==> src/rtl/trig_align_pkg.sv <==
package trig_align_pkg;

   // Outcome of evaluating one captured conversion-start time
   typedef enum logic [1:0] {
      ACT_SLIP  = 2'd0,   // slot phase differs: shorten the period by one tick
      ACT_SHIFT = 2'd1,   // phase matches: move the trigger compare
      ACT_LOCK  = 2'd2    // exact match: finish
   } align_act_e;

endpackage

==> src/rtl/trig_residue.sv <==
// Remainder of a two's complement value by a constant slot length.
// The sign bit is flipped first (a fixed bias of 2^(W-1)), which turns the
// signed range into an unsigned one. Two values that share the same bias keep
// their congruence, so equality of the results means mathematical congruence.
module trig_residue #(
   parameter int DATA_W = 16,
   parameter int SLOT   = 20
) (
   input  logic [DATA_W-1:0]         value,
   output logic [$clog2(SLOT)-1:0]   residue
);
   localparam int RW = $clog2(SLOT);
   localparam logic [RW:0] SLOT_V = (RW+1)'(SLOT);

   generate
      if (SLOT < 2) begin : g_bad_slot
         $error("trig_residue: SLOT must be at least 2");
      end
   endgenerate

   logic [DATA_W-1:0] biased;
   logic [RW:0]       rem_q [DATA_W+1];

   assign biased   = value ^ {1'b1, {(DATA_W-1){1'b0}}};
   assign rem_q[0] = '0;

   // One restoring step per bit, most significant bit first
   for (genvar i = 0; i < DATA_W; i++) begin : g_step
      logic [RW:0] shifted;
      assign shifted      = {rem_q[i][RW-1:0], biased[DATA_W-1-i]};
      assign rem_q[i+1]   = (shifted >= SLOT_V) ? (shifted - SLOT_V) : shifted;
   end

   assign residue = rem_q[DATA_W][RW-1:0];

endmodule

==> src/rtl/trig_align_eval.sv <==
module trig_align_eval
   import trig_align_pkg::*;
#(
   parameter int DATA_W     = 16,
   parameter int SLOT_TICKS = 20,
   parameter int PERIOD_NOM = 4678
) (
   input  logic [DATA_W-1:0] sp_lat,
   input  logic [DATA_W-1:0] cap_lat,
   input  logic [DATA_W-1:0] trig_cur,
   output align_act_e        action,
   output logic [DATA_W-1:0] trig_next
);
   localparam int RW = $clog2(SLOT_TICKS);
   localparam int XW = DATA_W + 2;
   localparam logic signed [XW-1:0] NOM_X = XW'(PERIOD_NOM);

   logic [RW-1:0] res_sp, res_cap;

   trig_residue #(.DATA_W(DATA_W), .SLOT(SLOT_TICKS)) u_res_sp (
      .value(sp_lat), .residue(res_sp));
   trig_residue #(.DATA_W(DATA_W), .SLOT(SLOT_TICKS)) u_res_cap (
      .value(cap_lat), .residue(res_cap));

   always_comb begin
      if (res_sp != res_cap)      action = ACT_SLIP;
      else if (sp_lat == cap_lat) action = ACT_LOCK;
      else                        action = ACT_SHIFT;
   end

   // Additive correction, widened so that neither the difference nor the sum wraps
   logic signed [XW-1:0] t_x, s_x, c_x, sum_x;
   assign t_x   = {2'b00, trig_cur};
   assign s_x   = {{2{sp_lat[DATA_W-1]}}, sp_lat};
   assign c_x   = {{2{cap_lat[DATA_W-1]}}, cap_lat};
   assign sum_x = t_x + s_x - c_x;

   always_comb begin
      if (sum_x < 0)          trig_next = '0;
      else if (sum_x > NOM_X) trig_next = DATA_W'(PERIOD_NOM);
      else                    trig_next = sum_x[DATA_W-1:0];
   end

endmodule

==> src/rtl/trig_align_ctrl.sv <==
module trig_align_ctrl
   import trig_align_pkg::*;
#(
   parameter int DATA_W         = 16,
   parameter int SLOT_TICKS     = 20,
   parameter int PERIOD_NOM     = 4678,
   parameter int PRETRIG_SLOTS  = 9
) (
   input  logic              clk,
   input  logic              rst_n,
   input  logic              sp_load,
   input  logic [DATA_W-1:0] sp_value,
   input  logic              cap_strobe,
   input  logic [DATA_W-1:0] cap_value,
   output logic [DATA_W-1:0] period_val,
   output logic [DATA_W-1:0] trig_cmp,
   output logic              aligned,
   output logic              cap_armed
);
   localparam int TRIG_INIT = PERIOD_NOM/2 - PRETRIG_SLOTS*SLOT_TICKS;
   localparam logic [DATA_W-1:0] PER_NOM_V  = DATA_W'(PERIOD_NOM);
   localparam logic [DATA_W-1:0] PER_SLIP_V = DATA_W'(PERIOD_NOM - 1);
   localparam logic [DATA_W-1:0] TRIG_INIT_V = DATA_W'(TRIG_INIT);

   generate
      if (PERIOD_NOM < 2 || PERIOD_NOM >= (1 << (DATA_W-1))) begin : g_bad_period
         $error("trig_align_ctrl: PERIOD_NOM outside the positive timer range");
      end
      if (TRIG_INIT < 0) begin : g_bad_pretrig
         $error("trig_align_ctrl: pre-trigger exceeds half the period");
      end
   endgenerate

   logic [DATA_W-1:0] sp_reg, sp_lat, cap_lat, trig_next;
   logic              pend, accept;
   align_act_e        action;

   trig_align_eval #(
      .DATA_W(DATA_W), .SLOT_TICKS(SLOT_TICKS), .PERIOD_NOM(PERIOD_NOM)
   ) u_eval (
      .sp_lat(sp_lat), .cap_lat(cap_lat), .trig_cur(trig_cmp),
      .action(action), .trig_next(trig_next)
   );

   // One event in flight: a capture is taken only when armed and idle
   assign accept = cap_strobe && cap_armed && !pend;

   always_ff @(posedge clk or negedge rst_n) begin
      if (!rst_n) begin
         sp_reg     <= '0;
         sp_lat     <= '0;
         cap_lat    <= '0;
         pend       <= 1'b0;
         period_val <= PER_NOM_V;
         trig_cmp   <= TRIG_INIT_V;
         aligned    <= 1'b0;
         cap_armed  <= 1'b0;
      end else if (sp_load) begin
         // New setpoint wins over any capture activity in this cycle
         sp_reg    <= sp_value;
         pend      <= 1'b0;
         aligned   <= 1'b0;
         cap_armed <= 1'b1;
      end else begin
         pend <= accept;
         if (accept) begin
            sp_lat  <= sp_reg;
            cap_lat <= cap_value;
         end
         if (pend) begin
            unique case (action)
               ACT_SLIP:  period_val <= PER_SLIP_V;
               ACT_SHIFT: begin
                  period_val <= PER_NOM_V;
                  trig_cmp   <= trig_next;
               end
               default: begin
                  period_val <= PER_NOM_V;
                  aligned    <= 1'b1;
                  cap_armed  <= 1'b0;
               end
            endcase
         end
      end
   end

   AST_TRIG_RANGE: assert property (@(posedge clk) disable iff (!rst_n)
      trig_cmp <= PER_NOM_V);
   AST_DONE_DISARMS: assert property (@(posedge clk) disable iff (!rst_n)
      aligned |-> !cap_armed);
   AST_LOAD_REARMS: assert property (@(posedge clk) disable iff (!rst_n)
      sp_load |=> (cap_armed && !aligned));
   AST_IDLE_TRIG: assert property (@(posedge clk) disable iff (!rst_n)
      !pend |=> $stable(trig_cmp));
   AST_IDLE_PERIOD: assert property (@(posedge clk) disable iff (!rst_n)
      !pend |=> $stable(period_val));
   AST_PERIOD_SET: assert property (@(posedge clk) disable iff (!rst_n)
      (period_val == PER_NOM_V) || (period_val == PER_SLIP_V));

endmodule

==> config.mk <==
export PLATFORM = sky130hd
export DESIGN_NAME = trig_align_ctrl
export DESIGN_NICKNAME = d
export VERILOG_FILES = /design/src/rtl/trig_align_pkg.sv /design/src/rtl/trig_residue.sv /design/src/rtl/trig_align_eval.sv /design/src/rtl/trig_align_ctrl.sv
export SDC_FILE = /design/constraint.sdc
export NUM_CORES = 1
export LEC_CHECK = 0
export BUFFER_PORTS_ARGS = -buffer_cell sky130_fd_sc_hd__buf_2
export CORE_ASPECT_RATIO = 1.4
export CORE_MARGIN = 2
export CORE_UTILIZATION = 30
export CTS_CLUSTER_DIAMETER = 200
export CTS_CLUSTER_SIZE = 20
export DETAILED_ROUTE_END_ITERATION = 8
export PLACE_DENSITY = 0.53
export RECOVER_POWER = 25
export SYNTH_ARGS = -nofsm -noshare
export SYNTH_HDL_FRONTEND = slang
export SYNTH_SLANG_ARGS = --single-unit
export TNS_END_PERCENT = 100
==> constraint.sdc <==
create_clock -name clk -period 16.04 [get_ports clk]
set_input_delay 1.604 -clock clk [delete_from_list [all_inputs] [get_ports clk]]
set_output_delay 1.604 -clock clk [all_outputs]
set_load 0.01 [all_outputs]
==> results_dict.tcl, run 1 <==
set metrics [dict create \
    path_class "flop to flop" \
    tritoncts "yes" \
    h-tree-depth 3 \
    yosysMostFrequentCell "inv_1" \
    rows 67 \
    nets 1017 \
    violations "capacitance limit, slew limit" \
    outcome "complete, but fails checks" \
    ios 70 \
    postSynthAreaPerCell_um2 8.36 \
    core_um2 24100 \
    cp-start-kind "flop" \
    synth.distinct_cells 99 \
    multi_input_area_um2 5040 \
    clk_path_buf_depth 2 \
    worst_clock_skew_ns 0.00702 \
    routedWlPerCell_um 16.1 \
    place.gp.congestion 0.883 \
    syn-instance-count 880 \
    r2r-start "sp_lat[13]" \
    fmax_mhz 67.7 \
    regArea_um2 1740 \
    syn_area_um2 7360 \
    crit_top_cell "ha_1" \
    crit_arrival_ns 15.01 \
    die_y_um 189 \
    synth_edf_count 0 \
    drt_pass1_iterations 5 \
    finalInstanceArea_um2 8190 \
    yosysTopAreaCellShare 0.207 \
    initial_core_util 0.306 \
    hold_viol 0 \
    grt_pass1_vias 6785 \
    drive_gt1_frac 0.156 \
    yosys-top-cells-area "dfrtp_1 21%, ha_1 8.0%, inv_1 5.4%" \
    die_w_um 136 \
    via_per_inst 5.31 \
    met2_length_um 10300 \
    tightest_slew_ns 3.94 \
    cts.sinks 69 \
    synth_top_area_cell "dfrtp_1" \
    dr_wl_met3_um 485 \
    placed_area_um2 7850 \
    drc 0 \
    antenna_cells 0 \
    clock_latency_ns 0.35 \
    slew_headroom -1.63 \
    cp-startpoint "sp_lat[13]" \
    drtIter0Drc 346 \
    vias 6540 \
    cap_violations 1 \
    reg2reg_to "trig_cmp[8]" \
    wl_um 19800 \
    wl_met1_um 8530 \
    tns_ns 0 \
    track_usage 0.162 \
    top_layer "met4" \
    synth_ff_type "dfrtp_1" \
    fillers 2565 \
    dp_hpwl_um 15400 \
    ys_seq_area_frac 0.236 \
    cts-root-buf "clkbuf_16" \
    critPathCapture "trig_cmp[8]" \
    setup_viol 0 \
    cp_slowest_stage_delay_ns 0.56 \
    synth_seq_cells 69 \
    fin_crit_ns 14.78 \
    dieArea_um2 25800 \
    slew_violations 70 \
    grt_pass1_wl_um 33300 \
    cts_made_buffers 9 \
    antenna_found_initial 0 \
    cp_max_fo 13 \
    area_growth_pct 11.3 \
    post_cts_buffers 0 \
    critPathSlowestCell "or4_4" \
    rsz0062_at_grt "false" \
    fin_crit_sh 0.921 \
    timing.reg2reg.setup_slack_ns 1.26 \
    yosys_warnings 0 \
    clk_pin_slew_ns 0.06 \
    overflow 0 \
    synthTopCellsByCount "105 x inv_1, 61 x dfrtp_1, 61 x nand2_1" \
    ant_nets 0 \
    port_buffers 55 \
    grt_max_degree 70 \
    worstPathRequired_ns 16.27 \
    reg2regPathDepth 64 \
    hold_class "flop to flop" \
    synthArstFlopShare 1.00 \
    end_kind "flop" \
]
## layout by cell type (no fill, tap or decap), types with 14 or more instances in the layout
cell / instances
inv_1: 105
nand2_1: 61
dfrtp_1: 61
o21ai_0: 56
buf_2: 54
nor2_1: 53
ha_1: 47
a21oi_1: 35
xnor2_1: 32
nand3_1: 31
mux2_2: 23
mux2i_1: 22
nor3_1: 17
fa_1: 17
nor2b_1: 14
conb_1: 14
## critical path: cells and delay by family, from the launching register on
| family | cells | cell delay [ns] |
|---|---|---|
| mux | 2 | 0.49 |
| buf+inv | 4 | 0.30 |
| flops | 1 | 0.47 |
| simple gates | 21 | 4.77 |
| fa+ha+maj | 13 | 3.43 |
| xor+xnor | 5 | 1.19 |
| compound gates | 19 | 3.98 |
## repair_timing
action	CTS	global route
resized for setup	0	1
hold buffers	0	0
endpoints found under the setup margin	0	6
## cell type report
class | count | share of cell area
Multi-Input combinational cell | 673 | 0.616
Sequential cell | 69 | 0.212
Inverter | 108 | 0.0495
Tap cell | 310 | 0.0474
Timing Repair Buffer | 56 | 0.0344
Clock buffer | 11 | 0.0309
Clock inverter | 5 | 0.0101
## cells by family after synthesis
| kind of cell | Yosys count | synth area share |
|---|---|---|
| buffers and inverters | 150 | 0.0867 |
| AO/OA/AOI/OAI | 231 | 0.224 |
| XOR/XNOR | 37 | 0.0461 |
| AND/OR/NAND/NOR | 275 | 0.202 |
| other | 2 | 0.00102 |
| adder cells (fa/ha/maj) | 64 | 0.126 |
| flip-flops | 69 | 0.236 |
| multiplexers | 52 | 0.0779 |
## worst min path at each step
stage,start,to,slack [ns],cells after the start
2_1_floorplan,sp_reg[0],sp_lat[0],0.45,2
3_3_place_gp,sp_reg[4],sp_lat[4],0.47,2
3_5_place_dp,period_val[0],period_val[0],0.48,1
4_1_cts,sp_reg[0],sp_lat[0],0.49,2
5_1_grt,period_val[0],period_val[0],0.50,1
6_report,period_val[0],period_val[0],0.48,1
## per-layer routing
layer  vias to the layer above  GRT usage
li1                       3233          -
met1                      3163      0.190
met2                       114      0.296
met3                        30     0.0187
met4                         0     0.0593
met5                         -          0
## through the flow
stage | cells | setup WS [ns] | utilization | hold slack [ns]
after detailed placement | 1216 | 1.20 | 0.326 | 0.475
after floorplan | 892 | 2.85 | - | 0.446
after CTS | 1232 | 1.10 | 0.340 | 0.489
after global routing | 1232 | 0.101 | 0.340 | 0.501
after global placement | 1216 | 1.54 | 0.326 | 0.467
final | 1232 | 1.26 | 0.340 | 0.482
Power of run 1 is left out: the tool's default activity adds up to more than one toggle a clock period on the data nets, which glitch-free logic cannot reach.
==> run 2: changes to the inputs <==
--- a/config.mk
+++ b/config.mk
@@ -8,11 +8,11 @@
 export BUFFER_PORTS_ARGS = -buffer_cell sky130_fd_sc_hd__buf_2
 export CORE_ASPECT_RATIO = 1.4
 export CORE_MARGIN = 2
-export CORE_UTILIZATION = 30
+export CORE_UTILIZATION = 35
 export CTS_CLUSTER_DIAMETER = 200
 export CTS_CLUSTER_SIZE = 20
 export DETAILED_ROUTE_END_ITERATION = 8
-export PLACE_DENSITY = 0.53
+export PLACE_DENSITY = 0.59
 export RECOVER_POWER = 25
 export SYNTH_ARGS = -nofsm -noshare
 export SYNTH_HDL_FRONTEND = slang
==> run 2 against run 1 <==
The flow still finishes with violations (capacitance limit, slew limit). Register-to-register slack improved by 0.22 ns. Largest cell class unchanged. Worst hold slack lost 0.0049 ns. Final cell count decreased by 4.0%. Clock-buffer cell count is 1 lower. Clock skew is 0.0014 ns higher.
==> results_dict.tcl, run 2 (synthesis results as in run 1) <==
set metrics [dict create \
    crit_top_cell "ha_1" \
    ant_nets 0 \
    mostFrequentLayoutCell "inv_1" \
    fillers 2092 \
    antenna_cells 0 \
    cts.sinks 69 \
    h-tree-depth 3 \
    slew_headroom -0.981 \
    via_per_inst 5.51 \
    port_buffers 55 \
    tightest_slew_ns 2.97 \
    grt_pass1_wl_um 31400 \
    drive_gt1_frac 0.160 \
    critPathSlowestCell "or4_4" \
    hold_viol 0 \
    hold_buffers 0 \
    area_growth_pct 11.0 \
    overflow 0 \
    cp-start-kind "flop" \
    clock_latency_ns 0.35 \
    fin_crit_sh 0.908 \
    track_usage 0.173 \
    worstPathRequired_ns 16.27 \
    worst_clock_skew_ns 0.00842 \
    setup_viol 0 \
    clk_pin_slew_ns 0.06 \
    violations "capacitance limit, slew limit" \
    core_um2 20600 \
    antenna_found_initial 0 \
    cap_violations 1 \
    ios 70 \
    cts_made_buffers 9 \
    final_cell_mix "105 x inv_1, 61 x nand2_1, 61 x dfrtp_1, 56 x o21ai_0, 54 x buf_2" \
    cp_max_fo 13 \
    die_y_um 176 \
    drtIter0Drc 280 \
    grt_max_degree 52 \
    dieArea_um2 22200 \
    slew_violations 52 \
    drc 0 \
    regArea_um2 1740 \
    wl_um 18700 \
    tritoncts "yes" \
    die_w_um 127 \
    clk_path_buf_depth 2 \
    crit_buf_inv 6 \
    multi_input_area_um2 5050 \
    crit_arrival_ns 14.79 \
    vias 6520 \
    path_class "flop to flop" \
    fin_crit_ns 14.56 \
    end_kind "flop" \
    rows 62 \
    drt_pass1_iterations 4 \
    crit_family "simple AND/OR/NAND/NOR gates" \
    rsz0062_at_grt "false" \
    cp_slowest_stage_delay_ns 0.57 \
    hold_class "flop to flop" \
    nets 1022 \
    cts-root-buf "clkbuf_16" \
    tns_ns 0 \
    dp_hpwl_um 14600 \
    fmax_mhz 68.7 \
    place.gp.congestion 0.842 \
    outcome "complete, but fails checks" \
    routedWlPerCell_um 15.8 \
    initial_core_util 0.358 \
    grt_pass1_vias 6410 \
]
[run 2: tightest hold or removal path, cell delays in order, from the launching register on]
cell     delay, ns
dfrtp_1       0.34
nand2_1       0.04
o21ai_0       0.06
[run 2: timing repair]
| item | 4_1_cts | 5_1_grt |
|---|---|---|
| buffers inserted | 0 | 3 |
| setup endpoints to repair | 0 | 13 |
| resized for setup | 0 | 2 |
| hold endpoints to repair | 0 | 0 |
[run 2: area by class of cell]
type                    instances  area share
repair buffers                 61      0.0386
well taps                     256      0.0392
multi-input cells             673       0.618
inverters                     108      0.0497
clock inverters                 6      0.0136
clock buffers                  10      0.0280
flip-flops and latches         69       0.213
[run 2: metal layers]
layer | global-route usage | wire length (um) | up-vias
met5 | 0 | 0 | -
met4 | 0.0746 | 529 | 0
met3 | 0.0131 | 630 | 26
met2 | 0.309 | 9330 | 132
met1 | 0.212 | 8260 | 3121
li1 | - | - | 3241
[run 2: final timing paths]
check                           start          end  slack (ns)  cells past startpoint
setup / recovery           sp_lat[13]  trig_cmp[8]        1.48                     66
hold / removal              sp_reg[3]    sp_lat[3]        0.48                      2
setup reg to reg           sp_lat[13]  trig_cmp[8]        1.48                     66
hold reg to reg             sp_reg[3]    sp_lat[3]        0.48                      2
max in group asynchronous       rst_n    sp_lat[0]       11.25                      2
min in group asynchronous       rst_n  cap_lat[12]        1.43                      1
[run 2: through the flow]
stage                util  instance area, um^2  setup slack [ns]  cells  hold WS [ns]
finish              0.397                 8160              1.48   1183         0.477
global route        0.397                 8160            0.0527   1183         0.504
global placement    0.379                 7790              1.60   1164         0.462
floorplan               -                 7400              2.85    892         0.446
CTS                 0.396                 8140              1.11   1180         0.484
detailed placement  0.379                 7790              1.21   1164         0.468
Power of run 2 is left out for the same reason.
==> run 3: changes to the inputs <==
--- a/config.mk
+++ b/config.mk
@@ -8,11 +8,12 @@
 export BUFFER_PORTS_ARGS = -buffer_cell sky130_fd_sc_hd__buf_2
 export CORE_ASPECT_RATIO = 1.4
 export CORE_MARGIN = 2
-export CORE_UTILIZATION = 35
+export CORE_UTILIZATION = 53
 export CTS_CLUSTER_DIAMETER = 200
 export CTS_CLUSTER_SIZE = 20
 export DETAILED_ROUTE_END_ITERATION = 8
-export PLACE_DENSITY = 0.59
+export GPL_ROUTABILITY_DRIVEN = 0
+export PLACE_DENSITY = 0.8
 export RECOVER_POWER = 25
 export SYNTH_ARGS = -nofsm -noshare
 export SYNTH_HDL_FRONTEND = slang
==> constraint.sdc (replaced) <==
create_clock -name clk -period 16.04 [get_ports clk]
set_input_delay 1.604 -clock clk [delete_from_list [all_inputs] [get_ports clk]]
set_output_delay 1.604 -clock clk [all_outputs]
set_load 0.05 [all_outputs]
==> run 3 against run 2 <==
Global-route usage rose by 7.8 points. Highest routed layer unchanged. Sequential share of layout area rose by 0.31 points. Fmax fell by 2.8%. Cell area fell by 1.5%. Non-clock buffer count fell by 2. Critical path type unchanged. Sequential cell count did not move. Clock-buffer cell count rose by 2. The run still ends with capacitance limit, slew limit left. First-iteration DRC count rose by 42%. Worst hold slack barely moved. Worst setup slack got worse by 0.42 ns.
==> results_dict.tcl, run 3 (synthesis results as in run 1) <==
set metrics [dict create \
    outcome "complete, but fails checks" \
    violations "capacitance limit, slew limit" \
    cp-startpoint "sp_lat[13]" \
    reg2regPathDepth 65 \
    core_um2 13500 \
    crit_arrival_ns 15.20 \
    vias 6773 \
    final_cell_mix "105 x inv_1, 61 x nand2_1, 61 x dfrtp_1, 56 x o21ai_0, 55 x buf_2" \
    grt_max_degree 70 \
    met2_length_um 9330 \
    hold_buffers 0 \
    critPathSlowestCell "or4_4" \
    fin_crit_sh 0.934 \
    grt_pass1_wl_um 30900 \
    h-tree-depth 3 \
    dr_wl_met3_um 775 \
    ant_nets 0 \
    clock_latency_ns 0.34 \
    clk_path_buf_depth 2 \
    cp_max_fo 13 \
    track_usage 0.251 \
    antenna_found_initial 0 \
    dp_hpwl_um 13700 \
    cts-root-buf "clkbuf_16" \
    mostFrequentLayoutCell "inv_1" \
    drive_gt1_frac 0.159 \
    grt_pass1_vias 6665 \
    cp-start-kind "flop" \
    r2r-start "sp_lat[13]" \
    drtIter0Drc 397 \
    overflow 0 \
    holdWs_ns 0.477 \
    via_per_inst 6.12 \
    fin_crit_ns 14.98 \
    path_class "flop to flop" \
    tightest_slew_ns 3.94 \
    wl_um 18300 \
    antenna_cells 0 \
    timing.reg2reg.setup_slack_ns 1.06 \
    die_w_um 104 \
    port_buffers 55 \
    rows 50 \
    fmax_mhz 66.7 \
    reg2reg_to "trig_cmp[8]" \
    tritoncts "yes" \
    wl_met1_um 7700 \
    slew_headroom -1.63 \
    die_y_um 143 \
    crit_top_cell "ha_1" \
    setup_viol 0 \
    drt_pass1_iterations 5 \
    hold_class "flop to flop" \
    end_kind "flop" \
    hold_viol 0 \
    drc 0 \
    ios 70 \
    nets 1020 \
    cts_made_buffers 9 \
    area_growth_pct 9.35 \
    worstPathRequired_ns 16.26 \
    cts.sinks 69 \
    initial_core_util 0.547 \
    cp_slowest_stage_delay_ns 0.57 \
    top_layer "met4" \
    cap_violations 1 \
    worst_clock_skew_ns 0.0105 \
    slew_violations 70 \
    clk_pin_slew_ns 0.06 \
    critPathCapture "trig_cmp[8]" \
    dieArea_um2 14900 \
    routedWlPerCell_um 16.6 \
]
run 3: cell types whose count changed in the layout (fill, tap and decap cells not counted), sizes merged:
cell,previous run,this run
buf,59,58
clkbuf,12,13
clkinvlp,1,0
bufinv,3,2
run 3: per-stage QoR:
step	setup WS [ns]	cells	utilization	TNS (ns)	area (um^2)
2_1_floorplan	2.85	892	-	0	7400
3_5_place_dp	1.24	1090	0.572	0	7700
6_report	1.06	1107	0.598	0	8050
4_1_cts	1.15	1106	0.597	0	8030
3_3_place_gp	1.78	1090	0.572	0	7700
5_1_grt	-0.0387	1107	0.598	-0.101	8050
run 3: critical path: cells and delay by family (launching register included):
| family | cells | cell delay [ns] |
|---|---|---|
| muxes | 1 | 0.38 |
| DFF | 1 | 0.48 |
| AOI/OAI and AO/OA | 22 | 4.26 |
| buffers and inverters | 5 | 0.50 |
| xor gates and xnor gates | 4 | 0.92 |
| adders and majority gates | 13 | 3.50 |
| and+or+nand+nor | 20 | 4.83 |
run 3: what timing repair did:
action / 4_1_cts / 5_1_grt
gates resized for setup: 0 / 2
hold endpoints to repair: 0 / 0
setup buffers: 0 / 1
setup endpoints to repair: 0 / 13
run 3: worst min-delay path by stage:
| stage | slack (ns) | from | cells after the start | endpoint |
|---|---|---|---|---|
| 6_report | 0.48 | sp_reg[1] | 2 | sp_lat[1] |
| 5_1_grt | 0.51 | period_val[0] | 1 | period_val[0] |
| 4_1_cts | 0.48 | sp_reg[1] | 2 | sp_lat[1] |
| 3_5_place_dp | 0.47 | sp_reg[1] | 2 | sp_lat[1] |
| 3_3_place_gp | 0.46 | sp_reg[11] | 2 | sp_lat[11] |
| 2_1_floorplan | 0.45 | sp_reg[0] | 2 | sp_lat[0] |
run 3: cell type report:
class                      instances  area (um^2)
multi-input combinational        673         5050
sequential                        69         1740
timing repair buffer              59          302
clock buffer                      12          256
fill                            1185         5410
clock inverter                     4         70.1
inverter                         108          405
tap                              182          228
run 3: layer usage:
layer  vias up  track usage
met5         -            0
met4         0       0.0996
met3        42       0.0259
met2       229        0.468
met1      3267        0.298
li1       3235            -
Power of run 3 is left out for the same reason.
